## src/rtl/frac_ratio_pkg.sv

```systemverilog
package frac_ratio_pkg;

  // Strobes sent from the configuration control to the accumulator datapath.
  typedef struct packed {
    logic step;    // advance the sequence on this edge
    logic clear;   // start from zeroed accumulator state before the step
    logic bypass;  // integer-only divide, state forced to zero
  } ctlStrobe_t;

endpackage

```

## src/rtl/frac_ratio_cfg.sv

```systemverilog
module frac_ratio_cfg
  import frac_ratio_pkg::*;
#(
  parameter int INT_W           = 8,
  parameter int FRAC_W          = 8,
  parameter int N_MIN           = 2,
  parameter bit SECOND_ORDER_EN = 1'b1
) (
  input  logic              clk,
  input  logic              rst_n,
  input  logic              enable,
  input  logic              refStrobe,
  input  logic [INT_W-1:0]  intDiv,
  input  logic [FRAC_W-1:0] fracNum,
  input  logic [FRAC_W-1:0] fracMod,
  input  logic              orderSel,
  output ctlStrobe_t        ctl,
  output logic [INT_W-1:0]  nEff,
  output logic [FRAC_W-1:0] kEff,
  output logic [FRAC_W-1:0] mEff,
  output logic              orderEff
);

  localparam logic [INT_W-1:0]  N_FLOOR = INT_W'(N_MIN);
  localparam logic [FRAC_W-1:0] ONE_F   = FRAC_W'(1);

  logic [FRAC_W-1:0] mPrev;
  logic              orderPrev;
  logic              modeChange;

  // Legalise the programmed setting as it is sampled.
  always_comb begin
    mEff     = (fracMod == '0) ? ONE_F : fracMod;
    kEff     = (fracNum >= mEff) ? (mEff - ONE_F) : fracNum;
    nEff     = (intDiv < N_FLOOR) ? N_FLOOR : intDiv;
    orderEff = SECOND_ORDER_EN ? orderSel : 1'b0;
  end

  // A new denominator or order invalidates the accumulator contents.
  always_comb begin
    modeChange = (mEff != mPrev) || (orderEff != orderPrev);
    ctl.step   = refStrobe;
    ctl.bypass = ~enable;
    ctl.clear  = refStrobe & (modeChange | ~enable);
  end

  always_ff @(posedge clk or negedge rst_n) begin
    if (!rst_n) begin
      mPrev     <= '0;
      orderPrev <= 1'b0;
    end else if (refStrobe) begin
      mPrev     <= mEff;
      orderPrev <= orderEff;
    end
  end

endmodule

```

## src/rtl/frac_ratio_accum.sv

```systemverilog
module frac_ratio_accum
  import frac_ratio_pkg::*;
#(
  parameter int INT_W           = 8,
  parameter int FRAC_W          = 8,
  parameter int DIV_W           = INT_W + 1,
  parameter bit SECOND_ORDER_EN = 1'b1
) (
  input  logic              clk,
  input  logic              rst_n,
  input  ctlStrobe_t        ctl,
  input  logic [INT_W-1:0]  nEff,
  input  logic [FRAC_W-1:0] kEff,
  input  logic [FRAC_W-1:0] mEff,
  input  logic              orderEff,
  output logic [DIV_W-1:0]  divOut,
  output logic              carryOut
);

  localparam int SUM_W = FRAC_W + 1;

  logic [FRAC_W-1:0] acc1Q, acc2Q;
  logic              c2PrevQ;

  logic [FRAC_W-1:0] acc1Base, acc1Nxt, acc2Nxt;
  logic [SUM_W-1:0]  sum1, mWide;
  logic              c1, c2, c2pUsed;
  logic [DIV_W-1:0]  nWide, divNxt;

  // Stage one: residue accumulator, carry selects the extra count.
  always_comb begin
    mWide    = {1'b0, mEff};
    acc1Base = ctl.clear ? '0 : acc1Q;
    sum1     = {1'b0, acc1Base} + {1'b0, kEff};
    c1       = (sum1 >= mWide);
    acc1Nxt  = FRAC_W'(c1 ? (sum1 - mWide) : sum1);
  end

  // Stage two: present only when the noise-shaping variant is built.
  generate
    if (SECOND_ORDER_EN) begin : g_stage2
      logic [FRAC_W-1:0] acc2Base;
      logic [SUM_W-1:0]  sum2;
      logic              zeroS2;
      always_comb begin
        zeroS2   = ctl.clear | ~orderEff;
        acc2Base = zeroS2 ? '0 : acc2Q;
        c2pUsed  = zeroS2 ? 1'b0 : c2PrevQ;
        sum2     = {1'b0, acc2Base} + {1'b0, acc1Nxt};
        c2       = orderEff & (sum2 >= mWide);
        acc2Nxt  = orderEff ? FRAC_W'(c2 ? (sum2 - mWide) : sum2) : '0;
      end
    end else begin : g_stage1Only
      assign c2      = 1'b0;
      assign c2pUsed = 1'b0;
      assign acc2Nxt = '0;
    end
  endgenerate

  // Divide value: N plus first carry plus differenced second carry.
  always_comb begin
    nWide  = DIV_W'(nEff);
    divNxt = nWide + DIV_W'(c1) + DIV_W'(c2) - DIV_W'(c2pUsed);
  end

  always_ff @(posedge clk or negedge rst_n) begin
    if (!rst_n) begin
      acc1Q    <= '0;
      acc2Q    <= '0;
      c2PrevQ  <= 1'b0;
      divOut   <= '0;
      carryOut <= 1'b0;
    end else if (ctl.step) begin
      if (ctl.bypass) begin
        acc1Q    <= '0;
        acc2Q    <= '0;
        c2PrevQ  <= 1'b0;
        divOut   <= nWide;
        carryOut <= 1'b0;
      end else begin
        acc1Q    <= acc1Nxt;
        acc2Q    <= acc2Nxt;
        c2PrevQ  <= c2;
        divOut   <= divNxt;
        carryOut <= c1;
      end
    end
  end

  // Settings in force for the present outputs, kept for the checks below.
  logic [DIV_W-1:0]  nUsed;
  logic [FRAC_W-1:0] mUsed;
  logic              orderUsed, started;

  always_ff @(posedge clk or negedge rst_n) begin
    if (!rst_n) begin
      nUsed     <= DIV_W'(2);
      mUsed     <= FRAC_W'(1);
      orderUsed <= 1'b0;
      started   <= 1'b0;
    end else if (ctl.step) begin
      nUsed     <= nWide;
      mUsed     <= ctl.bypass ? FRAC_W'(1) : mEff;
      orderUsed <= ctl.bypass ? 1'b0 : orderEff;
      started   <= 1'b1;
    end
  end


  hold_chk: assert property (@(posedge clk) disable iff (!rst_n)
    !ctl.step |=> ($stable(divOut) && $stable(carryOut)));


  carry_sel_chk: assert property (@(posedge clk) disable iff (!rst_n)
    (started && !orderUsed && carryOut) |-> (divOut == nUsed + DIV_W'(1)));


  acc_bound_chk: assert property (@(posedge clk) disable iff (!rst_n)
    acc1Q < mUsed);


  integer_chk: assert property (@(posedge clk) disable iff (!rst_n)
    (ctl.step && !ctl.bypass && ctl.clear && kEff == '0) |=> !carryOut);


  bypass_chk: assert property (@(posedge clk) disable iff (!rst_n)
    (ctl.step && ctl.bypass) |=> (!carryOut && divOut == $past(DIV_W'(nEff))));


  range_chk: assert property (@(posedge clk) disable iff (!rst_n)
    started |-> ((divOut + DIV_W'(1)) >= nUsed && divOut <= nUsed + DIV_W'(2)));

endmodule

```

## src/rtl/frac_ratio_ctrl.sv

```systemverilog
module frac_ratio_ctrl
  import frac_ratio_pkg::*;
#(
  parameter int INT_W           = 8,
  parameter int FRAC_W          = 8,
  parameter bit SECOND_ORDER_EN = 1'b1
) (
  input  logic              clk,
  input  logic              rst_n,
  input  logic              enable,
  input  logic              refStrobe,
  input  logic [INT_W-1:0]  intDiv,
  input  logic [FRAC_W-1:0] fracNum,
  input  logic [FRAC_W-1:0] fracMod,
  input  logic              orderSel,
  output logic [INT_W:0]    divOut,
  output logic              carryOut
);

  localparam int DIV_W = INT_W + 1;

  ctlStrobe_t        ctl;
  logic [INT_W-1:0]  nEff;
  logic [FRAC_W-1:0] kEff, mEff;
  logic              orderEff;

  frac_ratio_cfg #(
    .INT_W(INT_W), .FRAC_W(FRAC_W), .N_MIN(2), .SECOND_ORDER_EN(SECOND_ORDER_EN)
  ) cfg_i (
    .clk(clk), .rst_n(rst_n), .enable(enable), .refStrobe(refStrobe),
    .intDiv(intDiv), .fracNum(fracNum), .fracMod(fracMod), .orderSel(orderSel),
    .ctl(ctl), .nEff(nEff), .kEff(kEff), .mEff(mEff), .orderEff(orderEff)
  );

  frac_ratio_accum #(
    .INT_W(INT_W), .FRAC_W(FRAC_W), .DIV_W(DIV_W), .SECOND_ORDER_EN(SECOND_ORDER_EN)
  ) accum_i (
    .clk(clk), .rst_n(rst_n), .ctl(ctl), .nEff(nEff), .kEff(kEff),
    .mEff(mEff), .orderEff(orderEff), .divOut(divOut), .carryOut(carryOut)
  );

endmodule

```

## config.mk

```make
export PLATFORM = sky130hd
export DESIGN_NAME = frac_ratio_ctrl
export DESIGN_NICKNAME = d
export VERILOG_FILES = /design/src/rtl/frac_ratio_pkg.sv /design/src/rtl/frac_ratio_cfg.sv /design/src/rtl/frac_ratio_accum.sv /design/src/rtl/frac_ratio_ctrl.sv
export SDC_FILE = /design/constraint.sdc
export NUM_CORES = 1
export LEC_CHECK = 0
export ABC_AREA = 1
export BUFFER_PORTS_ARGS = -buffer_cell sky130_fd_sc_hd__buf_4
export CAP_MARGIN = 15
export CELL_PAD_IN_SITES_DETAIL_PLACEMENT = 1
export CELL_PAD_IN_SITES_GLOBAL_PLACEMENT = 1
export CORE_MARGIN = 2
export CORE_UTILIZATION = 38
export CTS_CLUSTER_SIZE = 20
export DETAILED_ROUTE_END_ITERATION = 10
export PLACE_DENSITY_LB_ADDON = 0.08
export SETUP_SLACK_MARGIN = 0.4
export SKIP_LAST_GASP = 1
export SYNTH_ARGS = -nofsm -noshare
export SYNTH_HDL_FRONTEND = slang
export SYNTH_SLANG_ARGS = --single-unit
```

## constraint.sdc

```tcl
create_clock -name clk -period 12.46 [get_ports clk]
set_input_delay 1.869 -clock clk [delete_from_list [all_inputs] [get_ports clk]]
set_output_delay 1.869 -clock clk [all_outputs]
set_load 0.02 [all_outputs]
```

# Word-level counts from Yosys, hierarchy flattened
# Cells that the tools add are included.
# word_totals
elab_cells,43
output_inout_bits,10
ram_bits,0
romBits,0
latch_bits,0
memories,0
inputBits,29
regBits,36
# classes
reduce_logical,2
n_eq_ne,2
shifts,0
add_sub_neg,8
magnitude_cmp,4
bitwise,6
n_mux,14
mul,0
div,0
# ops
cell,count
$mux W8,10
$add A8 B8 Y9,2
$ge A9 B8 Y1,2
$sub A8 B8 Y8,2
$add A8 B1 Y9,1
$add A9 B1 Y9,1
$mux W9,1
$sub A9 B1 Y9,1
$ge A8 B8 Y1,1
$logic_not A8 Y1,1
$lt A8 B2 Y1 const B,1
$ne A8 B8 Y1,1
$sub A8 B1 Y8 const B,1
$mux W1,3
$and A1 B1 Y1,2
$not A1 Y1,2
$or A1 B1 Y1,2
$logic_or A1 B1 Y1,1
$ne A1 B1 Y1,1

# Longest topological paths before layout
# Gate-level depths: netlist of the first run.
# depth
word_depth,16
depth_mapped,57
mapped_depth_nobuf,55

# Hierarchy
# Synthesis of the first run repeated with hierarchy kept, for this count alone.
# unflattened
cells_unflattened,648
area_unflattened_um2,4344.2
# modules_own_cells
module,seq_area_each_um2,cells_each,n_inst,area_each_um2
frac_ratio_accum,675.6,469,1,3221.8
frac_ratio_cfg,225.2,179,1,1122.3

# Worst setup path before layout of the first run
# OpenSTA, ideal clock, no wires.
# synth_timing
path_kind,input-to-reg
start,input port fracMod[6]
end,register accum_i.divOut[8]
arrival_ns,8.807
setup_time_ns,0.066
setup_slack_ns,3.587
path_stages,53
required_ns,12.394
path_buffers,2
cell_sequence,buf_4 nor2_1 nand4_2 nand2_4 ha_1 inv_1 a21oi_1 o21ai_0 nand2_1 nand3_1 buf_2 o21ai_0 ha_1 inv_1 fa_1 inv_1 nand3_1 nand3_1 (+17 left out) inv_1 ha_1 nand2_1 nor2_1 nand2_1 nand2_1 nand2_2 nand2_2 nand2_1 fa_1 fa_1 o21ai_0 nand4_1 nand2_1 nor2_1 nor2_1 nand2_1 nand2_1
# synth_between
elab_chain_cells,16
elab_cells_between_ends,24
classes_between,add/sub: 7; order compare: 3; eq/ne: 1; mux: 7; bitwise: 4; reduce/logical: 2
# synth_rtl
item,line_no,source
from (decl),frac_ratio_ctrl.sv:14,"input logic [FRAC_W-1:0] fracMod,"
$logic_not A8 Y1 *,frac_ratio_cfg.sv:33,mEff = (fracMod == '0) ? ONE_F : fracMod;
$mux W8 *,frac_ratio_cfg.sv:33,
named net accum_i.mEff[0],frac_ratio_accum.sv:14,"input logic [FRAC_W-1:0] mEff,"
"parallel branches: the longest is 12 deep, another holds $add A8 B8 Y9",-,
$sub A9 B1 Y9 *,frac_ratio_accum.sv:63,divNxt = nWide + DIV_W'(c1) + DIV_W'(c2) - DIV_W'(c2pUsed);
$mux W9 *,frac_ratio_accum.sv:74,if (ctl.bypass) begin
to (signal assigned),frac_ratio_accum.sv:78,divOut <= nWide;
to (signal assigned),frac_ratio_accum.sv:84,divOut <= divNxt;
to (decl),frac_ratio_accum.sv:16,"output logic [DIV_W-1:0] divOut,"
# Mark *: on every way through the listed nets, which the timed path passes.
# A chain may end at the register's enable or synchronous reset.

# Final worst setup path of the first run
# layout_timing
start,input port fracMod[1]
end,register accum_i.divOut[8]
# The elaborated chain is that of the path after synthesis.

==> qor.csv, run 1 <==
stage,metric,value,unit
grt,grt_pass1_wl,23000,um
power,powerDensity,269,mW/mm^2
final_layout,layout-drive-gt1-share,0.108,
synthesis,syn_area_per_cell,6.50,sq um
power,p_int,0.600,mW
timing,finalClockSkew,0.00545,ns
critical_path,crit_slowest_cell,fa_1,
grt,grt_max_degree,37,
drt,firstDrtPassIters,4,
critical_path,critPathRequiredTime,12.69,ns
placed_design,dp_hpwl,11000,um
final_layout,fin_area,0.00488,sq mm
power,irDropWorstVdd,0.199,mV
drt,vias,4280,
power,p_clk_frac,0.102,
clocking,clk_pin_slew,0.06,ns
drt,wl_per_cell,15.9,um
placed_design,placed_area,0.00473,sq mm
clocking,post-cts-setup-buffer-count,0,
timing,worst_slew_pin_slew,0.517,ns
synthesis,syn_inst,669,
floorplan,num_rows,39,
power,swShare,0.544,
clocking,cts-root-buf,clkbuf_16,
final_layout,final_core_util,0.433,
timing,fin_crit,9.81,ns
synthesis,synth.distinct_cells,40,
worst_hold_path,hold_class,register to register,
grt,antenna_found_initial,0,
timing,holdWs,0.477,ns
clocking,holdBufCountCts,0,
clocking,cts.repair.resized,0,
drt,drt-vias-per-instance,5.07,
floorplan,fp.coreArea,0.0113,sq mm
timing,setup_viol,0,
placed_design,place.gp.congestion,0.832,
timing,period_share,0.788,
power,pwr-share-comb,0.769,
placed_design,port_buffers,38,
clocking,cts.sinks,36,
grt,grt_overflow,0,
critical_path,timing.critical_path.mode_cell,nand2_1,
floorplan,start_util,0.386,
power,p_leak,2.74,nW
synthesis,synthesis.nets,754,
synthesis,synth-seq-cells,36,
drt,drt_iter0_drc,153,
run,cap_viol_max_count,0,
final_layout,areaGrowthSynthToFinish,12.1,%
clocking,clk_latency,0.29,ns
timing,slew_headroom,0.655,
floorplan,die_w,111,um
timing,hold_viol_final,0,
synthesis,ys_warn_count,0,
final_layout,n_fill_cell,1511,
clocking,tritoncts,yes,
drt,drc,0,
timing,rsz0062_at_grt,no,
power,seqPwrFrac,0.128,
floorplan,die-area,0.0123,sq mm
final_layout,nets,785,
grt,grt_util_all_layers,0.231,
synthesis,ys_seq_area_frac,0.207,
drt,totalWireLength,13400,um
timing,slew_violations,0,
timing,fmax,102,MHz
critical_path,cp-start-kind,input port,
critical_path,path_max_fanout,16,
critical_path,worstSetupEndpointType,register,
clocking,clk_path_buf_depth,2,
power,total_power,1.31,mW
power,switchingPower,0.715,mW
grt,grt_pass1_vias,4515,
clocking,cts_made_buffers,5,
drt,drtAntennaViolNets,0,
status,status,finished clean,
critical_path,crit_type,input port to register,
floorplan,top_level_ports,39,
critical_path,slowest_delay,0.43,ns
critical_path,worst-endpoint-arrival,10.05,ns
final_layout,diodes,0,
floorplan,die_h,111,um
clocking,htreeDepth,2,
synthesis,synth_area,0.00435,sq mm
timing,tns,0,ns
==> final timing paths <==
check / slack (ns) / to / startpoint / depth (start not counted)
worst max-delay path: 2.65 / accum_i.divOut[8] / fracMod[1] / 52
worst min-delay path: 0.48 / accum_i.acc1Q[5] / accum_i.acc1Q[5] / 2
worst max register to register: 4.75 / accum_i.divOut[8] / cfg_i.mPrev[2] / 51
worst min register to register: 0.48 / accum_i.acc1Q[5] / accum_i.acc1Q[5] / 2
max in group asynchronous: 10.55 / accum_i.acc2Q[5] / rst_n / 1
min in group asynchronous: 1.54 / accum_i.divOut[4] / rst_n / 1
==> layout make-up <==
type	instances	area, sq um	share of cell area
repair buffers	39	293	0.0600
flip-flops and latches	36	901	0.185
clock inverters	1	7.51	0.00154
well taps	143	179	0.0367
clock buffers	7	143	0.0292
inverters	116	438	0.0898
multi-input cells	502	2920	0.598
==> logic make-up (layout without fill, tap and decap cells) <==
kind of cell,after synthesis,count (layout),share of synthesized area
compound gates,68,68,0.0923
fa+ha+maj,56,56,0.171
xor+xnor,21,21,0.0423
flops,36,36,0.207
simple gates,357,357,0.365
buf+inv,131,163,0.122
==> cells in the mapped netlist (all sizes together) <==
| library cell | n | area share |
|---|---|---|
| o221ai | 3 | 0.0060 |
| nor2 | 56 | 0.055 |
| nor3 | 1 | 0.0011 |
| inv | 115 | 0.10 |
| xor2 | 12 | 0.024 |
| o21a | 2 | 0.0034 |
| nand2 | 214 | 0.20 |
| a21o | 1 | 0.0017 |
| o21ai | 22 | 0.026 |
| or2 | 2 | 0.0029 |
| o21bai | 4 | 0.0069 |
| o31ai | 1 | 0.0017 |
| nand4 | 13 | 0.020 |
| nand3b | 8 | 0.014 |
| a21oi | 30 | 0.039 |
| fa | 6 | 0.028 |
| xnor2 | 9 | 0.018 |
| ha | 50 | 0.14 |
| buf | 7 | 0.015 |
| and2 | 8 | 0.012 |
| o211ai | 1 | 0.0017 |
| nand3 | 55 | 0.064 |
| dfrtp | 36 | 0.21 |
| o22ai | 3 | 0.0043 |
| clkbuf | 8 | 0.0069 |
| clkinv | 1 | 0.00086 |
| a31oi | 1 | 0.0014 |
==> flip-flops by register name (all words and copies together) (netlist names) <==
signal,count
accum_i.acc1Q,8
cfg_i.orderPrev,1
accum_i.acc2Q,8
cfg_i.mPrev,8
accum_i.divOut,9
accum_i.c2PrevQ,1
accum_i.carryOut,1
==> metrics by stage <==
step	instances	setup slack, ns
final	844	2.65
after global routing	844	1.78
after CTS	844	2.65
after detailed placement	836	2.35
after global placement	836	2.59
after floorplan	669	3.59
==> worst max-delay path: cells and delay by family <==
family / cells / cell delay (ns)
simple gates: 31 / 3.51
fa+ha+maj: 9 / 2.91
buf+inv: 6 / 0.48
compound gates: 5 / 1.07
xor+xnor: 1 / 0.18
==> routing by layer <==
layer | vias to the layer above | part of all wire | track usage
li1 | 2173 | - | -
met2 | 45 | 0.50 | 0.416
met3 | 9 | 0.024 | 0.0295
met5 | - | 0 | 0
met4 | 0 | 0.012 | 0.0412
met1 | 2053 | 0.46 | 0.300
==> cell usage in the layout (no fill, tap or decap), types with 2 or more instances in the layout <==
cell type  instances
a21oi_2            5
nand3_1           54
nand2_2            4
clkbuf_16          5
ha_1              50
o21ai_0           20
o22ai_1            3
dfrtp_1           36
nor2_1            50
nor2_4             3
inv_2              4
o21a_1             2
nor2_2             3
nand2_1          205
nand4_1           12
a21oi_1           25
o221ai_1           3
o21bai_1           4
nand3b_1           8
nand2_4            5
xnor2_1            9
inv_1            110
fa_1               6
buf_4             39
xor2_1            12
or2_2              2
and2_1             8
==> power groups by stage <==
stage	clock network, mW	logic [mW]	registers (mW)
after floorplan	0	0.762	0.176
after global placement	0	0.988	0.170
after detailed placement	0	1.01	0.171
after CTS	0.139	1.02	0.169
after global routing	0.144	1.17	0.173
final	0.135	1.01	0.169
Power figures use the tool's default switching activity.
==> run 2, diff against run 1 <==
--- a/config.mk
+++ b/config.mk
@@ -5,7 +5,7 @@
 export SDC_FILE = /design/constraint.sdc
 export NUM_CORES = 1
 export LEC_CHECK = 0
-export ABC_AREA = 1
+export ABC_AREA = 0
 export BUFFER_PORTS_ARGS = -buffer_cell sky130_fd_sc_hd__buf_4
 export CAP_MARGIN = 15
 export CELL_PAD_IN_SITES_DETAIL_PLACEMENT = 1
==> constraint.sdc (replaced) <==
create_clock -name clk -period 8.1 [get_ports clk]
set_input_delay 1.215 -clock clk [delete_from_list [all_inputs] [get_ports clk]]
set_output_delay 1.215 -clock clk [all_outputs]
set_load 0.02 [all_outputs]
==> qor.csv, run 2 <==
stage,metric,value,unit,change
timing,tns,-16.74,ns,was 0 ns
final_layout,n_fill_cell,1212,,"was 1,511"
power,irDropWorstVdd,0.302,mV,was 0.199 mV
clocking,tritoncts,yes,,unchanged
clocking,cts-root-buf,clkbuf_8,,was clkbuf_16
clocking,clk_path_buf_depth,2,,unchanged
critical_path,reg2reg_to,accum_i.divOut[8],,unchanged
synthesis,synth_area,0.00397,sq mm,was 0.00435 sq mm
final_layout,mostFrequentLayoutCells,"buf_4, ha_1, dfrtp_1, inv_1, nor2_1",,"was nand2_1, inv_1, nand3_1, nor2_1, ha_1"
timing,fmax,103,MHz,
final_layout,stdcell_count,773,,was 844
power,total_power,2.47,mW,was 1.31 mW
timing,worst_slew_pin_slew,0.551,ns,was 0.517 ns
timing,setup_viol,18,,was 0
status,status,"complete, but fails checks",,was finished clean
critical_path,slowest_delay,0.51,ns,was 0.43 ns
timing,slew_violations,0,,unchanged
synthesis,syn_inst,461,,was 669
floorplan,die_w,106,um,was 111 um
critical_path,critPathRequiredTime,8.28,ns,was 12.69 ns
power,p_leak,2.92,nW,was 2.74 nW
critical_path,cp-start-kind,input port,,unchanged
timing,period_share,1.20,,
critical_path,worstSetupEndpointType,register,,unchanged
timing,hold_viol_final,0,,unchanged
timing,fin_crit,9.70,ns,
synthesis,ys_warn_count,0,,unchanged
final_layout,regMostFlops,accum_i.divOut,,unchanged
synthesis,yosysMostFrequentCell,ha_1,,was nand2_1
critical_path,r2r_setup_slack,0.17,ns,was 4.75 ns
clocking,clk_pin_slew,0.07,ns,was 0.06 ns
floorplan,start_util,0.388,,was 0.386
run,cap_viol_max_count,0,,unchanged
clocking,holdBufCountCts,0,,unchanged
power,powerDensity,419,mW/mm^2,was 269 mW/mm^2
critical_path,reg2reg_depth,39,,was 51
drt,drtAntennaViolNets,0,,unchanged
timing,rsz0062_at_grt,yes,,was no
synthesis,synth_flop_cell,dfrtp_1,,unchanged
floorplan,die-area,0.0113,sq mm,was 0.0123 sq mm
synthesis,synth-async-reset-ratio,1.00,,unchanged
placed_design,dp.cells,736,,was 836
grt,grt_pass1_vias,4404,,"was 4,515"
drt,totalWireLength,14300,um,"was 13,400 um"
synthesis,syn_area_per_cell,8.61,sq um,was 6.50 sq um
drt,wl_met3,188,um,was 327 um
critical_path,path_buf_inv,4,,was 6
critical_path,crit_slowest_cell,o41a_1,,was fa_1
final_layout,largest_reg_flops,9,,unchanged
timing,worst_slack,-1.60,ns,was 2.65 ns
clocking,cts_made_buffers,5,,unchanged
drt,routed.top_layer,met4,,unchanged
synthesis,synth.top_cell.area_share,0.227,,was 0.207
clocking,htreeDepth,2,,unchanged
drt,wl_met2,7300,um,was 6680 um
synthesis,synth_edf_count,0,,unchanged
timing,holdWs,0.494,ns,was 0.477 ns
timing,slew_headroom,0.623,,was 0.655
drt,m1WireLength,6380,um,was 6220 um
floorplan,num_rows,37,,was 39
synthesis,synth-seq-cells,36,,unchanged
critical_path,crit_end,accum_i.divOut[8],,unchanged
grt,grt_pass1_wl,22400,um,"was 23,000 um"
final_layout,final_core_util,0.575,,was 0.433
drt,drt_iter0_drc,143,,was 153
final_layout,seqCellArea,901,sq um,unchanged
synthesis,synth_common_cells,"ha_1, dfrtp_1, inv_1",,"was nand2_1, inv_1, nand3_1"
placed_design,place.gp.congestion,0.856,,was 0.832
grt,grt_util_all_layers,0.253,,was 0.231
critical_path,crit_type,input port to register,,unchanged
final_layout,areaGrowthSynthToFinish,48.2,%,was 12.1%
synthesis,ys_seq_area_frac,0.227,,was 0.207
grt,grt_max_degree,37,,unchanged
drt,firstDrtPassIters,4,,unchanged
final_layout,final_common_cell,buf_4,,was nand2_1
final_layout,diodes,0,,unchanged
critical_path,worst-endpoint-arrival,9.88,ns,was 10.05 ns
critical_path,crit_family,compound AO/OA/AOI/OAI gates,,was simple AND/OR/NAND/NOR gates
drt,drt-vias-per-instance,5.37,,was 5.07
critical_path,path_max_fanout,6,,was 16
synthesis,synth_area_leaders,"dfrtp_1, ha_1, mux2_2",,"was dfrtp_1, nand2_1, ha_1"
critical_path,timing.rr.start,cfg_i.mPrev[5],,was cfg_i.mPrev[2]
floorplan,top_level_ports,39,,unchanged
synthesis,synth_area_leader_cell,dfrtp_1,,unchanged
drt,vias,4148,,"was 4,280"
final_layout,layout-drive-gt1-share,0.416,,was 0.108
final_layout,nets,721,,was 785
worst_hold_path,hold_class,register to register,,unchanged
critical_path,crit_start,fracMod[4],,was fracMod[1]
critical_path,cp.depth,47,,was 52
drt,wl_per_cell,18.5,um,was 15.9 um
clocking,clk_latency,0.29,ns,about the same
grt,grt_overflow,0,,unchanged
floorplan,die_h,106,um,was 111 um
synthesis,synth.distinct_cells,55,,was 40
grt,antenna_found_initial,0,,unchanged
timing,finalClockSkew,0.00613,ns,was 0.00545 ns
placed_design,port_buffers,38,,unchanged
drt,drc,0,,unchanged
clocking,cts.sinks,36,,unchanged
synthesis,synthesis.nets,546,,was 754
placed_design,dp_hpwl,11300,um,"was 11,000 um"
floorplan,fp.coreArea,0.0102,sq mm,was 0.0113 sq mm
final_layout,multi_input_area,0.00317,sq mm,was 0.00292 sq mm
status,violations,setup timing,,
[run 2: cell types whose count changed in the layout (fill, tap and decap cells not counted), moves of 11 or more]
cell	before	now
and3_1	0	11
buf_4	39	174
inv_1	110	33
mux2_2	0	12
nand2_1	205	21
nand3_1	54	9
nor2_1	50	27
nor3_1	1	13
[run 2: cell type report]
class,instances,area share
clock buffer,6,0.0140
clock inverter,2,0.00170
inverter,37,0.0240
multi-input combinational,373,0.538
sequential,36,0.153
tap,136,0.0289
timing repair buffer,183,0.240
[run 2: cells by family after synthesis]
kind of cell	synth area share
and+or+nand+nor	0.183
AOI/OAI and AO/OA	0.208
adders and majority gates	0.188
buffers and inverters	0.0504
DFF	0.227
xor gates and xnor gates	0.0640
muxes	0.0794
[run 2: worst min path at each step]
stage | from | end | cells after the start
floorplan | accum_i.acc1Q[0] | accum_i.acc1Q[0] | 1
global placement | accum_i.acc1Q[0] | accum_i.acc1Q[0] | 1
detailed placement | accum_i.carryOut | accum_i.carryOut | 1
CTS | accum_i.carryOut | accum_i.carryOut | 1
global route | accum_i.carryOut | accum_i.carryOut | 1
finish | accum_i.acc1Q[0] | accum_i.acc1Q[0] | 1
[run 2: through the flow]
step	setup WS, ns	instance area, sq um
after floorplan	-1.52	4150
after global placement	-1.55	5400
after detailed placement	-1.77	5400
after CTS	-1.29	5670
after global routing	-2.03	5880
final	-1.60	5880
[run 2: power by group]
group	total, mW	internal [mW]	switching, mW
Clock	0.135	0.0679	0.0666
Sequential	0.257	0.228	0.0292
Combinational	2.07	1.11	0.966
[run 2: worst reg2reg max path, delay by kind of cell (launching register included)]
family,cells,cell delay (ns)
fa+ha+maj,6,1.78
xor+xnor,3,0.45
simple gates,13,2.16
compound gates,14,2.48
buf+inv,2,0.34
flops,1,0.39
mux,1,0.24
[run 2: layer usage]
layer / vias up / GRT usage
met4: 0 / 0.0874
met2: 53 / 0.459
li1: 2029 / -
met1: 2042 / 0.316
met3: 24 / 0.0172
met5: - / 0
[run 2: timing repair]
item,4_1_cts,5_1_grt
endpoints found under the setup margin,18,18
pin swaps,17,26
resized for setup,23,18
setup buffers,12,17
==> run 3, diff against run 2 <==
--- a/config.mk
+++ b/config.mk
@@ -7,7 +7,7 @@
 export LEC_CHECK = 0
 export ABC_AREA = 0
 export BUFFER_PORTS_ARGS = -buffer_cell sky130_fd_sc_hd__buf_4
-export CAP_MARGIN = 15
+export CAP_MARGIN = 5
 export CELL_PAD_IN_SITES_DETAIL_PLACEMENT = 1
 export CELL_PAD_IN_SITES_GLOBAL_PLACEMENT = 1
 export CORE_MARGIN = 2
==> constraint.sdc (replaced) <==
create_clock -name clk -period 8.1 [get_ports clk]
set_input_delay 0 -clock clk [delete_from_list [all_inputs] [get_ports clk]]
set_output_delay 0 -clock clk [all_outputs]
set_load 0.02 [all_outputs]
==> qor.csv, run 3 (same netlist as run 2, synthesis figures left out) <==
stage,metric,value,unit,change
final_layout,areaGrowthSynthToFinish,43.6,%,was 48.2%
timing,period_share,1.04,,was 1.20
critical_path,critPathRequiredTime,8.25,ns,was 8.28 ns
drt,drtAntennaViolNets,0,,unchanged
critical_path,crit_slowest_cell,or4_1,,was o41a_1
grt,grt_pass1_vias,4298,,"was 4,404"
final_layout,layout-drive-gt1-share,0.385,,was 0.416
timing,hold_viol_final,0,,unchanged
power,seqPwrFrac,0.110,,was 0.104
critical_path,path_max_fanout,7,,was 6
final_layout,final_core_util,0.557,,was 0.575
critical_path,crit_type,input port to register,,unchanged
critical_path,cp-start-kind,input port,,unchanged
grt,grt_pass1_wl,22200,um,"was 22,400 um"
clocking,tritoncts,yes,,unchanged
grt,grt_max_degree,37,,unchanged
drt,drt_iter0_drc,139,,was 143
status,status,"complete, but fails checks",,unchanged
power,p_int,1.33,mW,was 1.40 mW
timing,worst_slack,-0.330,ns,was -1.60 ns
critical_path,timing.critical_path.mode_cell,ha_4,,
critical_path,slowest_delay,0.46,ns,was 0.51 ns
floorplan,die-area,0.0113,sq mm,unchanged
power,swShare,0.433,,was 0.430
floorplan,die_h,106,um,unchanged
power,switchingPower,1.01,mW,was 1.06 mW
grt,grt_overflow,0,,unchanged
final_layout,stdcell_count,744,,was 773
power,pwr-share-comb,0.831,,was 0.841
critical_path,r2r_setup_slack,0.12,ns,was 0.17 ns
final_layout,regMostFlops,accum_i.divOut,,unchanged
timing,holdWs,0.0420,ns,was 0.494 ns
drt,totalWireLength,13800,um,"was 14,300 um"
grt,antenna_found_initial,0,,unchanged
critical_path,worst-endpoint-arrival,8.58,ns,was 9.88 ns
critical_path,worstSetupEndpointType,register,,unchanged
drt,drc,0,,unchanged
clocking,cts.sinks,36,,unchanged
final_layout,nets,693,,was 721
drt,firstDrtPassIters,4,,unchanged
run,cap_viol_max_count,0,,unchanged
power,p_leak,2.79,nW,was 2.92 nW
critical_path,path_buf_inv,6,,was 4
floorplan,start_util,0.388,,unchanged
clocking,clk_pin_slew,0.07,ns,about the same
timing,worst_slew_pin_slew,0.591,ns,was 0.551 ns
timing,slew_headroom,0.603,,was 0.623
status,violations,setup timing,,unchanged
power,p_clk_frac,0.059,,was 0.055
drt,vias,4039,,"was 4,148"
worst_hold_path,hold_depth,3,,was 1
placed_design,dp_hpwl,11100,um,"was 11,300 um"
floorplan,num_rows,37,,unchanged
floorplan,top_level_ports,39,,unchanged
placed_design,dp.cells,714,,was 736
critical_path,cp.depth,48,,was 47
placed_design,port_buffers,38,,unchanged
critical_path,reg2reg_depth,41,,was 39
final_layout,diodes,0,,unchanged
floorplan,die_w,106,um,unchanged
final_layout,final_common_cell,buf_4,,unchanged
timing,fmax,119,MHz,was 103 MHz
floorplan,fp.coreArea,0.0102,sq mm,unchanged
final_layout,mostFrequentLayoutCells,"buf_4, ha_1, dfrtp_1, inv_1, nor2_1",,unchanged
final_layout,largest_reg_flops,9,,unchanged
critical_path,crit_family,compound AO/OA/AOI/OAI gates,,unchanged
clocking,cts_made_buffers,5,,unchanged
timing,setup_viol,7,,was 18
timing,rsz0062_at_grt,yes,,unchanged
clocking,htreeDepth,2,,unchanged
grt,grt_util_all_layers,0.254,,was 0.253
drt,drt-vias-per-instance,5.43,,was 5.37
placed_design,place.gp.congestion,0.928,,was 0.856
power,powerDensity,410,mW/mm^2,was 419 mW/mm^2
power,irDropWorstVdd,0.277,mV,was 0.302 mV
placed_design,post-place-ws,-0.745,ns,was -1.77 ns
timing,finalClockSkew,0.00699,ns,was 0.00613 ns
timing,tns,-1.14,ns,was -16.74 ns
clocking,clk_latency,0.29,ns,about the same
drt,wl_per_cell,18.5,um,about the same
timing,slew_violations,0,,unchanged
worst_hold_path,hold_class,input port to register,,was register to register
timing,fin_crit,8.43,ns,was 9.70 ns
clocking,cts-root-buf,clkbuf_8,,unchanged
clocking,clk_path_buf_depth,2,,unchanged
[run 3: layout make-up]
cell class / instances / area [sq um]
Tap cell: 136 / 170
Inverter: 37 / 141
Clock buffer: 7 / 96.3
Multi-Input combinational cell: 373 / 3190
Fill cell: 1219 / 4530
Sequential cell: 36 / 901
Timing Repair Buffer: 155 / 1200
[run 3: power by group through the flow]
stage	Clock, mW	Sequential, mW	Combinational, mW
final	0.138	0.257	1.94
after global routing	0.150	0.263	2.13
after CTS	0.143	0.257	1.86
after detailed placement	0	0.261	1.70
after global placement	0	0.258	1.65
after floorplan	0	0.266	0.952
[run 3: timing repair]
| item | CTS | global route |
|---|---|---|
| gates resized for setup | 27 | 15 |
| pin swaps | 16 | 13 |
| hold endpoints to repair | 37 | 0 |
| setup endpoints to repair | 9 | 18 |
| setup buffers | 15 | 6 |
| hold buffers | 2 | 0 |
[run 3: routing by layer]
metal / vias to the layer above / global-route usage / routed length (um)
met1: 1985 / 0.323 / 6060
met2: 61 / 0.455 / 7130
met4: 0 / 0.0780 / 313
li1: 1973 / - / -
met5: - / 0 / 0
met3: 20 / 0.0202 / 253
[run 3: worst paths after layout]
kind / start / endpoint
setup / recovery: fracMod[4] / accum_i.divOut[6]
hold / removal: intDiv[7] / accum_i.divOut[7]
setup reg to reg: cfg_i.mPrev[4] / accum_i.divOut[6]
hold reg to reg: accum_i.acc2Q[1] / accum_i.acc2Q[1]
max in group asynchronous: rst_n / accum_i.divOut[8]
min in group asynchronous: rst_n / accum_i.divOut[5]
[run 3: worst reg2reg max path, delay by kind of cell, from the launching register on]
family                     cells  cell delay, ns
xor gates and xnor gates       1            0.15
buffers and inverters          4            0.48
DFF                            1            0.40
and+or+nand+nor               14            2.34
adders and majority gates      7            1.73
AOI/OAI and AO/OA             14            2.40
muxes                          1            0.33
[run 3: metrics by stage]
step / power (mW) / cell area (sq um)
detailed placement: 1.96 / 5240
CTS: 2.26 / 5600
finish: 2.34 / 5700
global placement: 1.90 / 5240
global route: 2.54 / 5700
floorplan: 1.22 / 4150
